$ cat src/rtl/canerr_pkg.sv
package canerr_pkg;
  localparam int unsigned BYTE_W     = 8;
  localparam int unsigned NUM_CODES  = 7;
  localparam int unsigned NUM_EVTS   = 7;
  localparam int unsigned SUMMARY_B  = 5;
  localparam int unsigned SEL_W      = 3;

  typedef enum logic [SEL_W-1:0] {
    SEL_FLAG = 3'd0,
    SEL_ENA  = 3'd1,
    SEL_CODE = 3'd2,
    SEL_STAT = 3'd3,
    SEL_IE   = 3'd4,
    SEL_TEC  = 3'd5,
    SEL_REC  = 3'd6,
    SEL_NONE = 3'd7
  } reg_sel_e;
endpackage

$ cat src/rtl/canerr_flag_bank.sv
module canerr_flag_bank #(
  parameter int unsigned WIDTH = 8
) (
  input  logic             clk,
  input  logic             rst_n,
  input  logic [WIDTH-1:0] set_i,
  input  logic             clr_wr_i,
  input  logic [WIDTH-1:0] clr_data_i,
  output logic [WIDTH-1:0] flag_o
);
  // One flop per flag, each with its own enable; set dominates clear.
  for (genvar b = 0; b < WIDTH; b++) begin : g_bit
    logic nxt, upd, q;
    always_comb begin
      upd = set_i[b] | (clr_wr_i & ~clr_data_i[b]);
      nxt = set_i[b];
    end
    always_ff @(posedge clk or negedge rst_n) begin
      if (!rst_n)   q <= 1'b0;
      else if (upd) q <= nxt;
    end
    assign flag_o[b] = q;
  end
endmodule

$ cat src/rtl/canerr_code_store.sv
module canerr_code_store #(
  parameter int unsigned NCODE = canerr_pkg::NUM_CODES
) (
  input  logic             clk,
  input  logic             rst_n,
  input  logic [NCODE-1:0] evt_i,
  input  logic             wr_i,
  input  logic [NCODE:0]   wdata_i,
  output logic [NCODE:0]   code_o,
  output logic             any_evt_o
);
  logic [NCODE-1:0] code_q, code_nxt, kept;
  logic             mode_q, mode_nxt;
  logic             any_evt, upd;

  always_comb begin
    any_evt  = |evt_i;
    kept     = wr_i ? (code_q & wdata_i[NCODE-1:0]) : code_q;
    mode_nxt = wr_i ? wdata_i[NCODE] : mode_q;
    if (any_evt) code_nxt = mode_q ? (kept | evt_i) : evt_i;
    else         code_nxt = kept;
    upd      = wr_i | any_evt;
  end

  always_ff @(posedge clk or negedge rst_n) begin
    if (!rst_n) begin
      code_q <= '0;
      mode_q <= 1'b0;
    end else if (upd) begin
      code_q <= code_nxt;
      mode_q <= mode_nxt;
    end
  end

  assign code_o    = {mode_q, code_q};
  assign any_evt_o = any_evt;
endmodule

$ cat src/rtl/canerr_irq_merge.sv
module canerr_irq_merge
  import canerr_pkg::*;
#(
  parameter int unsigned W = BYTE_W
) (
  input  logic [W-1:0]     flag_i,
  input  logic [W-1:0]     ena_i,
  input  logic [W-1:0]     code_i,
  input  logic             ie_i,
  input  logic [W-1:0]     tec_i,
  input  logic [W-1:0]     rec_i,
  input  logic [SEL_W-1:0] rd_sel_i,
  output logic [W-1:0]     rd_data_o,
  output logic             irq_o
);
  logic         summary;
  logic [W-1:0] stat_b, ie_b;

  always_comb begin
    summary = |(flag_i & ena_i);
    stat_b  = '0;
    stat_b[SUMMARY_B] = summary;
    ie_b    = '0;
    ie_b[SUMMARY_B] = ie_i;
    irq_o   = summary & ie_i;
    case (reg_sel_e'(rd_sel_i))
      SEL_FLAG: rd_data_o = flag_i;
      SEL_ENA:  rd_data_o = ena_i;
      SEL_CODE: rd_data_o = code_i;
      SEL_STAT: rd_data_o = stat_b;
      SEL_IE:   rd_data_o = ie_b;
      SEL_TEC:  rd_data_o = tec_i;
      SEL_REC:  rd_data_o = rec_i;
      default:  rd_data_o = '0;
    endcase
  end
endmodule

$ cat src/rtl/canerr_irq_unit.sv
module canerr_irq_unit
  import canerr_pkg::*;
#(
  parameter int unsigned W   = BYTE_W,
  parameter int unsigned NEV = NUM_EVTS,
  parameter int unsigned NCD = NUM_CODES
) (
  input  logic             clk,
  input  logic             rst_n,
  input  logic [NEV-1:0]   flag_evt_i,
  input  logic [NCD-1:0]   code_evt_i,
  input  logic [W-1:0]     tx_err_cnt_i,
  input  logic [W-1:0]     rx_err_cnt_i,
  input  logic             wr_en_i,
  input  logic [SEL_W-1:0] wr_sel_i,
  input  logic [W-1:0]     wr_data_i,
  input  logic [SEL_W-1:0] rd_sel_i,
  output logic [W-1:0]     rd_data_o,
  output logic [W-1:0]     flag_o,
  output logic [W-1:0]     code_o,
  output logic             irq_o
);
  logic         wr_flag, wr_ena, wr_code, wr_ie;
  logic [W-1:0] en_q, en_nxt;
  logic         ie_q, ie_nxt;
  logic         any_code;
  logic [W-1:0] flag_set;

  always_comb begin
    wr_flag = wr_en_i && (wr_sel_i == SEL_FLAG);
    wr_ena  = wr_en_i && (wr_sel_i == SEL_ENA);
    wr_code = wr_en_i && (wr_sel_i == SEL_CODE);
    wr_ie   = wr_en_i && (wr_sel_i == SEL_IE);
    en_nxt  = wr_data_i;
    ie_nxt  = wr_data_i[SUMMARY_B];
    flag_set = {flag_evt_i, any_code};
  end

  always_ff @(posedge clk or negedge rst_n) begin
    if (!rst_n)      en_q <= '0;
    else if (wr_ena) en_q <= en_nxt;
  end

  always_ff @(posedge clk or negedge rst_n) begin
    if (!rst_n)     ie_q <= 1'b0;
    else if (wr_ie) ie_q <= ie_nxt;
  end

  canerr_flag_bank #(.WIDTH(W)) flags_u (
    .clk(clk), .rst_n(rst_n), .set_i(flag_set),
    .clr_wr_i(wr_flag), .clr_data_i(wr_data_i), .flag_o(flag_o)
  );

  canerr_code_store #(.NCODE(NCD)) codes_u (
    .clk(clk), .rst_n(rst_n), .evt_i(code_evt_i),
    .wr_i(wr_code), .wdata_i(wr_data_i), .code_o(code_o),
    .any_evt_o(any_code)
  );

  canerr_irq_merge #(.W(W)) merge_u (
    .flag_i(flag_o), .ena_i(en_q), .code_i(code_o), .ie_i(ie_q),
    .tec_i(tx_err_cnt_i), .rec_i(rx_err_cnt_i), .rd_sel_i(rd_sel_i),
    .rd_data_o(rd_data_o), .irq_o(irq_o)
  );
endmodule

$ cat config.mk
export PLATFORM = sky130hd
export DESIGN_NAME = canerr_irq_unit
export DESIGN_NICKNAME = d
export VERILOG_FILES = /design/src/rtl/canerr_pkg.sv /design/src/rtl/canerr_flag_bank.sv /design/src/rtl/canerr_code_store.sv /design/src/rtl/canerr_irq_merge.sv /design/src/rtl/canerr_irq_unit.sv
export SDC_FILE = /design/constraint.sdc
export NUM_CORES = 1
export LEC_CHECK = 0
export BUFFER_PORTS_ARGS = -buffer_cell sky130_fd_sc_hd__buf_4
export CAP_MARGIN = 20
export CORE_UTILIZATION = 49
export CTS_CLUSTER_SIZE = 28
export DETAILED_ROUTE_END_ITERATION = 16
export PLACE_DENSITY = 0.88
export SLEW_MARGIN = 20
export SYNTH_ARGS = -nofsm -noshare
export SYNTH_HDL_FRONTEND = slang
export SYNTH_SLANG_ARGS = --single-unit
$ cat constraint.sdc
create_clock -name clk -period 2.1 [get_ports clk]
set_clock_uncertainty 0.2 [all_clocks]
set_input_delay 0.105 -clock clk [delete_from_list [all_inputs] [get_ports clk]]
set_output_delay 0.105 -clock clk [all_outputs]
set_load 0.01 [all_outputs]
==> results of run 1 <==
[cells in the final DEF (no fill, tap or decap), drive strengths merged, types with 2 or more instances in the layout]
| cell | n |
|---|---|
| mux2i | 7 |
| o21ai | 15 |
| clkbuf | 4 |
| dfrtp | 25 |
| o21bai | 7 |
| nor2 | 11 |
| a21oi | 7 |
| dlygate4sd3 | 31 |
| mux2 | 11 |
| a31oi | 2 |
| nand2 | 3 |
| a22oi | 11 |
| nor2b | 2 |
| a211oi | 7 |
| buf | 71 |
| nand2b | 7 |
[synth_stat cells, drive strengths merged]
library cell / instances
a22o: 1
nand3b: 1
nor2: 11
mux2: 11
o31ai: 1
a22oi: 11
a31o: 1
and2b: 1
or4: 1
a211oi: 7
mux2i: 7
o21ai: 15
nand2b: 7
and3b: 1
and3: 1
nand4: 1
nor2b: 2
nand3: 1
nor4: 1
o21bai: 7
clkbuf: 4
dfrtp: 25
nand2: 3
a31oi: 2
and2: 1
a21oi: 7
nor4bb: 1
buf: 12
[through the flow]
stage	total power [mW]	cells	hold slack (ns)	utilization	area, sq um
after floorplan	0.7799	144	-0.3906	-	1454
after global placement	0.9515	230	-0.1780	0.6932	1928
after detailed placement	0.9686	230	-0.1783	0.6932	1928
after CTS	1.220	265	0.006503	0.8142	2265
after global routing	1.288	265	0.02990	0.8142	2265
final	1.236	265	0.0006596	0.8142	2265
[kinds of logic after synthesis]
family	count (synthesis)	share of synthesized area
buffers and inverters	16	0.06712
AO/OA/AOI/OAI	52	0.2306
AND/OR/NAND/NOR	33	0.1386
multiplexers	18	0.1334
flip-flops	25	0.4303
[final cells by class]
| cell class | count | area (sq um) |
|---|---|---|
| Clock buffer | 4 | 26.28 |
| Fill cell | 149 | 516.7 |
| Multi-Input combinational cell | 103 | 730.7 |
| Sequential cell | 25 | 625.6 |
| Tap cell | 31 | 38.79 |
| Timing Repair Buffer | 102 | 843.3 |
[state kept, by name, summed over array words and instances (netlist names)]
signal and flops:
en_q 8, flags_u.g_bit.q 8, codes_u.code_q 7, codes_u.mode_q 1, ie_q 1
[worst max path at each step]
stage	from	endpoint	slack [ns]	cells past startpoint
finish	ie_q	rd_data_o[5]	0.14	5
floorplan	codes_u.code_q[5]	rd_data_o[5]	0.64	4
CTS	ie_q	rd_data_o[5]	0.14	5
global route	codes_u.code_q[5]	rd_data_o[5]	0.0002	5
global placement	rd_sel_i[0]	rd_data_o[4]	0.51	5
detailed placement	rd_sel_i[0]	rd_data_o[4]	0.46	5
[worst register-to-register path, stage by stage, from the launching register on]
cell           delay (ns)
dfrtp_1              0.44
o21ai_0              0.15
nand2b_1             0.10
dlygate4sd3_1        0.57
[per-layer routing]
layer | share of wire | track usage | wire length, um
met1 | 0.39 | 0.3544 | 1780
met2 | 0.50 | 0.5412 | 2275
met3 | 0.081 | 0.04608 | 369
met4 | 0.029 | 0.1150 | 131
met5 | 0 | 0 | 0
[power by group through the flow]
stage	Combinational, mW	Clock, mW	Sequential (mW)
after detailed placement	0.363	0	0.605
after global placement	0.350	0	0.601
after CTS	0.408	0.216	0.595
after floorplan	0.180	0	0.599
final	0.419	0.218	0.599
after global routing	0.451	0.230	0.606
==> out/results.ini, run 1 <==
[global_route]
grt_start_max_net_pins = 26
grt_overflow_total = 0
grt_pass1_wl_um = 7383
track_usage = 0.2998
grt_pass1_vias = 1595
antenna_found_initial = 0

[pwr]
pwr-share-clk = 0.176
comb_power_share = 0.339
peakVddDrop_mv = 0.4748
p_switching_mw = 0.3808
p_leak_nw = 0.9899
sw_frac_of_total = 0.3081
seq_power_share = 0.485
power_density_mw_per_mm2 = 545.8
p_int_mw = 0.8552

[synthesis]
synthDominantCellAreaShare = 0.4303
synth_area_sq_mm = 0.001454
syn_inst = 144
yosysWarnings = 0
synth.top_cells.by_area = dfrtp_1, mux2_1, a22oi_1, o21ai_0, mux2i_1
synth_cell_type_count = 31
avgSynthCellArea_sq_um = 10.10
synth_nets = 191
synth_area_leader_cell = dfrtp_1
ys_ff_latch = 25
synth_seq_area_share = 0.4303

[placed_design]
pre_cts_ws_ns = 0.4581
io_buffers = 71
place_congestion = 0.8007
dp_hpwl_um = 2925

[setup_path]
cp_top_family = compound AO/OA/AOI/OAI gates
worstSetupPathType = register to output port
r2r_slack_ns = 0.54
reg2reg_to = flags_u.g_bit[6].q
crit_required_ns = 1.79
crit_chain = mux2_1, a22o_1, o31ai_1, a31oi_1, buf_4
cp-start-kind = register
worst_setup_path_end_kind = output port
cp_data_arrival_time_ns = 1.65
worstPathMaxFanout = 3
r2r-start = flags_u.g_bit[6].q
crit_path_top_delay_cell = dfrtp_1
path_buf_inv = 1
reg2reg_depth = 3
cpPeakStageDelay_ns = 0.41

[die]
dieHeight_um = 56.47
core_area_sq_mm = 0.002781
dieArea_sq_mm = 0.003189
ios = 72
initial_utilization = 0.5227
die_w_um = 56.47
rows = 19

[timing]
maxSlewViolCount = 0
tns_ns = 0
worst_slack_ns = 0.1428
worstMarginPinSlew_ns = 0.6057
setup_viol = 0
period_minus_slack_ns = 1.957
worst_slew_margin_rel = 0.5954
timing.fmax_mhz = 510.9
fin_crit_sh = 0.9320
hold_violations = 0
rsz0062_at_grt = false

[cts]
htree_levels = 1
cts_setup_buffers = 0
cts_tree = built
cts-root-buf = clkbuf_4
cts_resized = 0
cts_made_buffers = 3
worstSkewPairLatency_ns = 0.32
clock_path_buffers = 2
path_clk_slew_ns = 0.13
cts_hold_buffers = 31
cts_sinks = 25

[routing]
wl_per_cell_um = 17.19
viasPerCell = 5.955
drc_errors = 0
postRouteAntennaNets = 0
initialDrtViolationCount = 71
routed_wirelength_um = 4556
drtPass1Iterations = 4
vias = 1578

[hold_path]
hold_path.class = input port to async pin

[layout]
antenna_cells = 0
area_growth_pct = 55.77
drive_above_1_share = 0.3376
nNetsFinal = 282

[status]
run_status = finished, final reports clean

[flow_run]
max_cap_violations = 0

Power figures use the tool's default switching activity.
==> inputs of run 2 (changes only) <==
CORE_UTILIZATION = 45   (was 49)
PLACE_DENSITY = 0.82   (was 0.88)
REMOVE_ABC_BUFFERS = 1   (was unset)
clock period = 2.2 ns   (was 2.1 ns; I/O delays follow)
==> out/results.ini, run 2 (synthesis gave the netlist of run 1 again) <==
[status]
violations = setup timing
run_status = finished with violations

[die]
ios = 72  ; unchanged
initial_utilization = 0.4762  ; -0.04649
dieHeight_um = 58.84  ; +4.2%
rows = 20  ; +1
core_area_sq_mm = 0.003053  ; +9.8%
die_w_um = 58.84  ; +4.2%
dieArea_sq_mm = 0.003462  ; +8.6%

[layout]
ff_latch_area_sq_um = 625.6  ; unchanged
reg_top3 = en_q (8), flags_u.g_bit.q (8), codes_u.code_q (7)
drive_above_1_share = 0.3361  ; -0.001472
multiInputGateArea_sq_um = 730.7  ; unchanged
fillers = 207  ; +39%
antenna_cells = 0  ; unchanged
nNetsFinal = 286  ; +1.4%
final_common_cell = buf_4
layout_common_cells = buf_4, dlygate4sd3_1, dfrtp_1, o21ai_0, a22oi_1
area_growth_pct = 59.47
utilization = 0.7594  ; -0.05479

[flow_run]
max_cap_violations = 0  ; unchanged

[routing]
viasPerCell = 5.372  ; -9.8%
initialDrtViolationCount = 156  ; +120%
drc_errors = 0  ; unchanged
wl_per_cell_um = 16.84  ; -2.0%
postRouteAntennaNets = 0  ; unchanged
routed_wirelength_um = 4750  ; +4.3%
vias = 1515  ; -4.0%
drtPass1Iterations = 4  ; unchanged

[timing]
maxSlewViolCount = 0  ; unchanged
period_minus_slack_ns = 2.257
timing.fmax_mhz = 443.1
tns_ns = -0.08958  ; -0.08958 ns
worst_slack_ns = -0.05686  ; -0.1996 ns
fin_crit_sh = 1.026
setup_viol = 2  ; +2
rsz0062_at_grt = true
worstMarginPinSlew_ns = 0.4796  ; -0.1261 ns
worst_slew_margin_rel = 0.6803  ; +0.08488
hold_violations = 0  ; unchanged

[global_route]
gr-usage-met1 = 0.3797  ; +0.02530
met2_usage = 0.4870  ; -0.05416
grt_most_used_layer = met2
grt.met3_usage = 0.01758  ; -0.02850
antenna_found_initial = 0  ; unchanged
grt_pass1_vias = 1481  ; -7.1%
grt_pass1_wl_um = 7334  ; -0.66%
grt_start_max_net_pins = 26  ; unchanged
track_usage = 0.2819  ; -0.01785
grt_overflow_total = 0  ; unchanged

[placed_design]
place_congestion = 0.8263  ; +3.2%
dp_hpwl_um = 3161  ; +8.1%
io_buffers = 71  ; unchanged

[hold_path]
min_path_cells = 3
hold_path.class = input port to register

[cts]
htree_levels = 1  ; unchanged
clock_path_buffers = 2  ; unchanged
worstSkewPairLatency_ns = 0.32  ; about the same
cts_resized = 0  ; unchanged
cts_tree = built
path_clk_slew_ns = 0.13  ; about the same
cts_made_buffers = 3  ; unchanged
cts-root-buf = clkbuf_4
cts_sinks = 25  ; unchanged

[pwr]
power_mw = 1.189  ; -3.8%
power_density_mw_per_mm2 = 512.9  ; -6.0%
peakVddDrop_mv = 0.3909  ; -18%
p_leak_nw = 1.008  ; +1.8%

[setup_path]
worst_setup_path_end_kind = register
cp_data_arrival_time_ns = 2.31  ; +0.66 ns
worstSetupPathType = input port to register
cp-start-kind = input port
worstPathMaxFanout = 7  ; +4
crit_required_ns = 2.25  ; +0.46 ns
reg2reg_depth = 3  ; unchanged

## run 2: cell count changes in the layout (fill, tap and decap cells not counted), sizes merged
cell / change
buf: +1
dlygate4sd3: +3
## run 2: final timing paths
check / start / end / slack, ns
max in group asynchronous: rst_n / codes_u.code_q[5] / 1.48
min reg2reg: en_q[4] / en_q[4] / 0.33
min: wr_sel_i[2] / ie_q / 0.02
max reg2reg: codes_u.mode_q / codes_u.code_q[6] / 0.45
max: code_evt_i[6] / codes_u.code_q[6] / -0.06
min in group asynchronous: rst_n / en_q[1] / 0.06
## run 2: final cells by class
cell class	count	area share
flip-flops and latches	25	0.2698
multi-input cells	103	0.3152
well taps	44	0.02375
clock buffers	4	0.01133
repair buffers	106	0.3799
## run 2: worst max-delay path, stage by stage
cell and delay (ns):
dlygate4sd3_1 0.54, buf_4 0.14, or4_4 0.45, nor4_4 0.19
nor2_2 0.12, o21bai_1 0.18, dlygate4sd3_1 0.58
## run 2: through the flow
| step | cell area (sq um) | std cells | hold WS [ns] | setup slack (ns) |
|---|---|---|---|---|
| 6_report | 2318 | 282 | 0.02168 | -0.05686 |
| 4_1_cts | 2311 | 281 | 0.009492 | 0.02633 |
| 3_3_place_gp | 1944 | 243 | -0.1779 | 0.6275 |
| 2_1_floorplan | 1356 | 128 | -0.3856 | 0.7408 |
| 3_5_place_dp | 1944 | 243 | -0.1706 | 0.5889 |
| 5_1_grt | 2318 | 282 | 0.02961 | -0.1123 |
## run 2: what timing repair did
action | CTS | global route
endpoints found under the setup margin | 0 | 3
setup buffers | 0 | 1
hold endpoints to repair | 50 | 0
hold buffers | 34 | 0
## run 2: routing by layer
metal / routed length, um / vias up / part of all wire
met4: 108 / 0 / 0.023
met1: 1972 / 724 / 0.42
met5: 0 / - / 0
met2: 2426 / 65 / 0.51
li1: - / 716 / -
met3: 241 / 10 / 0.051
## run 2: report_power, final
| part | total [mW] | switching [mW] | internal [mW] |
|---|---|---|---|
| sequential | 0.582 | 0.0624 | 0.520 |
| combinational | 0.402 | 0.172 | 0.229 |
| clock | 0.205 | 0.134 | 0.0709 |
| total | 1.19 | 0.369 | 0.820 |
==> inputs of run 3 (changes only) <==
CORE_UTILIZATION = 41   (was 45)
CTS_CLUSTER_DIAMETER = 100   (was unset)
PLACE_DENSITY = 0.79   (was 0.82)
clock period = 1.9 ns   (was 2.2 ns; I/O delays follow)
==> out/results.ini, run 3 (synthesis gave the netlist of run 1 again) <==
[cts]
cts_made_buffers = 3  ; unchanged
worstSkewPairLatency_ns = 0.31  ; about the same
cts-root-buf = clkbuf_4
htree_levels = 1  ; unchanged
cts_sinks = 25  ; unchanged
path_clk_slew_ns = 0.14  ; about the same
clock_path_buffers = 2  ; unchanged
cts_tree = built

[timing]
maxSlewViolCount = 0  ; unchanged
period_minus_slack_ns = 1.875
fin_crit_sh = 0.9870
holdWs_ns = 0.2024  ; +0.1807 ns
worstMarginPinSlew_ns = 0.6380  ; +0.1583 ns
rsz0062_at_grt = true
hold_violations = 0  ; unchanged
timing.fmax_mhz = 533.2
worst_slack_ns = 0.02470  ; +0.08156 ns
tns_ns = 0  ; +0.08958 ns
setup_viol = 0  ; -2
worst_slew_margin_rel = 0.5733  ; -0.1070

[setup_path]
startpoint = ie_q
r2r_slack_ns = 0.39  ; -0.06 ns
cp-start-kind = register
reg2reg_depth = 3  ; unchanged
reg2reg_to = flags_u.g_bit[5].q
worstPathMaxFanout = 2  ; -5
crit_required_ns = 1.60  ; -0.65 ns
worstSetupPathType = register to output port
worst_setup_path_end_kind = output port
cp-endpoint = rd_data_o[5]
r2r-start = flags_u.g_bit[5].q
cp_data_arrival_time_ns = 1.58  ; -0.73 ns

[placed_design]
place_congestion = 0.8189  ; -0.90%
pre_cts_ws_ns = 0.3168  ; -0.2721 ns
dp_hpwl_um = 2881  ; -8.9%
placed_cell_area_sq_mm = 0.001954  ; +0.51%
io_buffers = 71  ; unchanged

[layout]
layout_common_cells = buf_4, dlygate4sd3_1, dfrtp_1, o21ai_0, a22oi_1
nNetsFinal = 287  ; +0.35%
antenna_cells = 0  ; unchanged
area_growth_pct = 60.93
utilization = 0.6957  ; -0.06374
fin_area_sq_mm = 0.002340  ; +0.92%
reg_top3 = en_q (8), flags_u.g_bit.q (8), codes_u.code_q (7)
final_common_cell = buf_4
drive_above_1_share = 0.3515  ; +0.01533

[routing]
routed_wirelength_um = 4210  ; -11%
initialDrtViolationCount = 33  ; -79%
vias = 1463  ; -3.4%
drtPass1Iterations = 4  ; unchanged
viasPerCell = 5.133  ; -4.4%
wl_per_cell_um = 14.77  ; -12%
postRouteAntennaNets = 0  ; unchanged
drc_errors = 0  ; unchanged

[die]
rows = 21  ; +5.0%
core_area_sq_mm = 0.003363  ; +10%
die_w_um = 61.55  ; +4.6%
dieArea_sq_mm = 0.003788  ; +9.4%
initial_utilization = 0.4323  ; -0.04394
dieHeight_um = 61.55  ; +4.6%
ios = 72  ; unchanged

[global_route]
track_usage = 0.2396  ; -0.04230
grt_overflow_total = 0  ; unchanged
grt_pass1_vias = 1422  ; -4.0%
grt_start_max_net_pins = 21  ; -19%
antenna_found_initial = 0  ; unchanged
grt_pass1_wl_um = 6644  ; -9.4%

[pwr]
p_leak_nw = 1.022  ; +1.4%
pwr-share-clk = 0.172  ; about the same
p_int_mw = 0.9504  ; +16%
power_density_mw_per_mm2 = 577.9  ; +13%
p_switching_mw = 0.4017  ; +8.9%
seq_power_share = 0.488  ; -0.002
peakVddDrop_mv = 0.4245  ; +8.6%
comb_power_share = 0.341  ; +0.003
sw_frac_of_total = 0.2971  ; -0.01325

[status]
run_status = finished, final reports clean

[hold_path]
min_path_cells = 5  ; +2
hold_path.class = input port to register

[flow_run]
max_cap_violations = 0  ; unchanged

run 3: cell count changes in the layout (fill, tap and decap cells not counted), sizes merged:
cell	previous run	this run
buf	72	73
clkinv	0	1
clkbuf	4	3
run 3: metal layers:
layer / wire, um / track usage
met5: 0 / 0
met4: 69 / 0.08889
met3: 265 / 0.03782
met2: 2020 / 0.4071
met1: 1855 / 0.3080
run 3: worst max-delay path: stages, from the launching register on:
cell,delay [ns]
dfrtp_1,0.40
mux2_4,0.26
a22o_1,0.20
o31ai_1,0.20
a31oi_1,0.06
buf_4,0.15
run 3: timing repair:
action                     in CTS  in global routing
hold buffers                   34                  0
buffers inserted                1                  0
gates resized for setup         1                  1
setup endpoints to repair       1                  1
pin swaps                       2                  1
hold endpoints to repair       50                  0
run 3: layout make-up:
| class | count | area, sq um |
|---|---|---|
| clock buffer | 3 | 22.52 |
| multi-input combinational | 103 | 740.7 |
| timing repair buffer | 107 | 888.4 |
| tap | 46 | 57.56 |
| fill | 252 | 1023 |
| clock inverter | 1 | 5.005 |
| sequential | 25 | 625.6 |
run 3: stage by stage:
stage,power [mW],instances
floorplan,0.8382,128
global placement,1.063,246
detailed placement,1.071,246
CTS,1.356,285
global route,1.430,285
finish,1.352,285
run 3: worst min path at each step:
stage | start | to | slack, ns
floorplan | rst_n | codes_u.code_q[0] | -0.40
global placement | rst_n | flags_u.g_bit[4].q | -0.19
detailed placement | rst_n | flags_u.g_bit[4].q | -0.19
CTS | wr_sel_i[0] | flags_u.g_bit[0].q | 0.17
global route | wr_sel_i[0] | codes_u.mode_q | 0.21
finish | wr_sel_i[0] | flags_u.g_bit[0].q | 0.20
run 3: power by group through the flow:
stage | logic (mW) | registers (mW) | clock network [mW]
global route | 0.507 | 0.671 | 0.252
detailed placement | 0.399 | 0.672 | 0
finish | 0.461 | 0.659 | 0.232
floorplan | 0.171 | 0.667 | 0
global placement | 0.395 | 0.667 | 0
CTS | 0.458 | 0.659 | 0.238
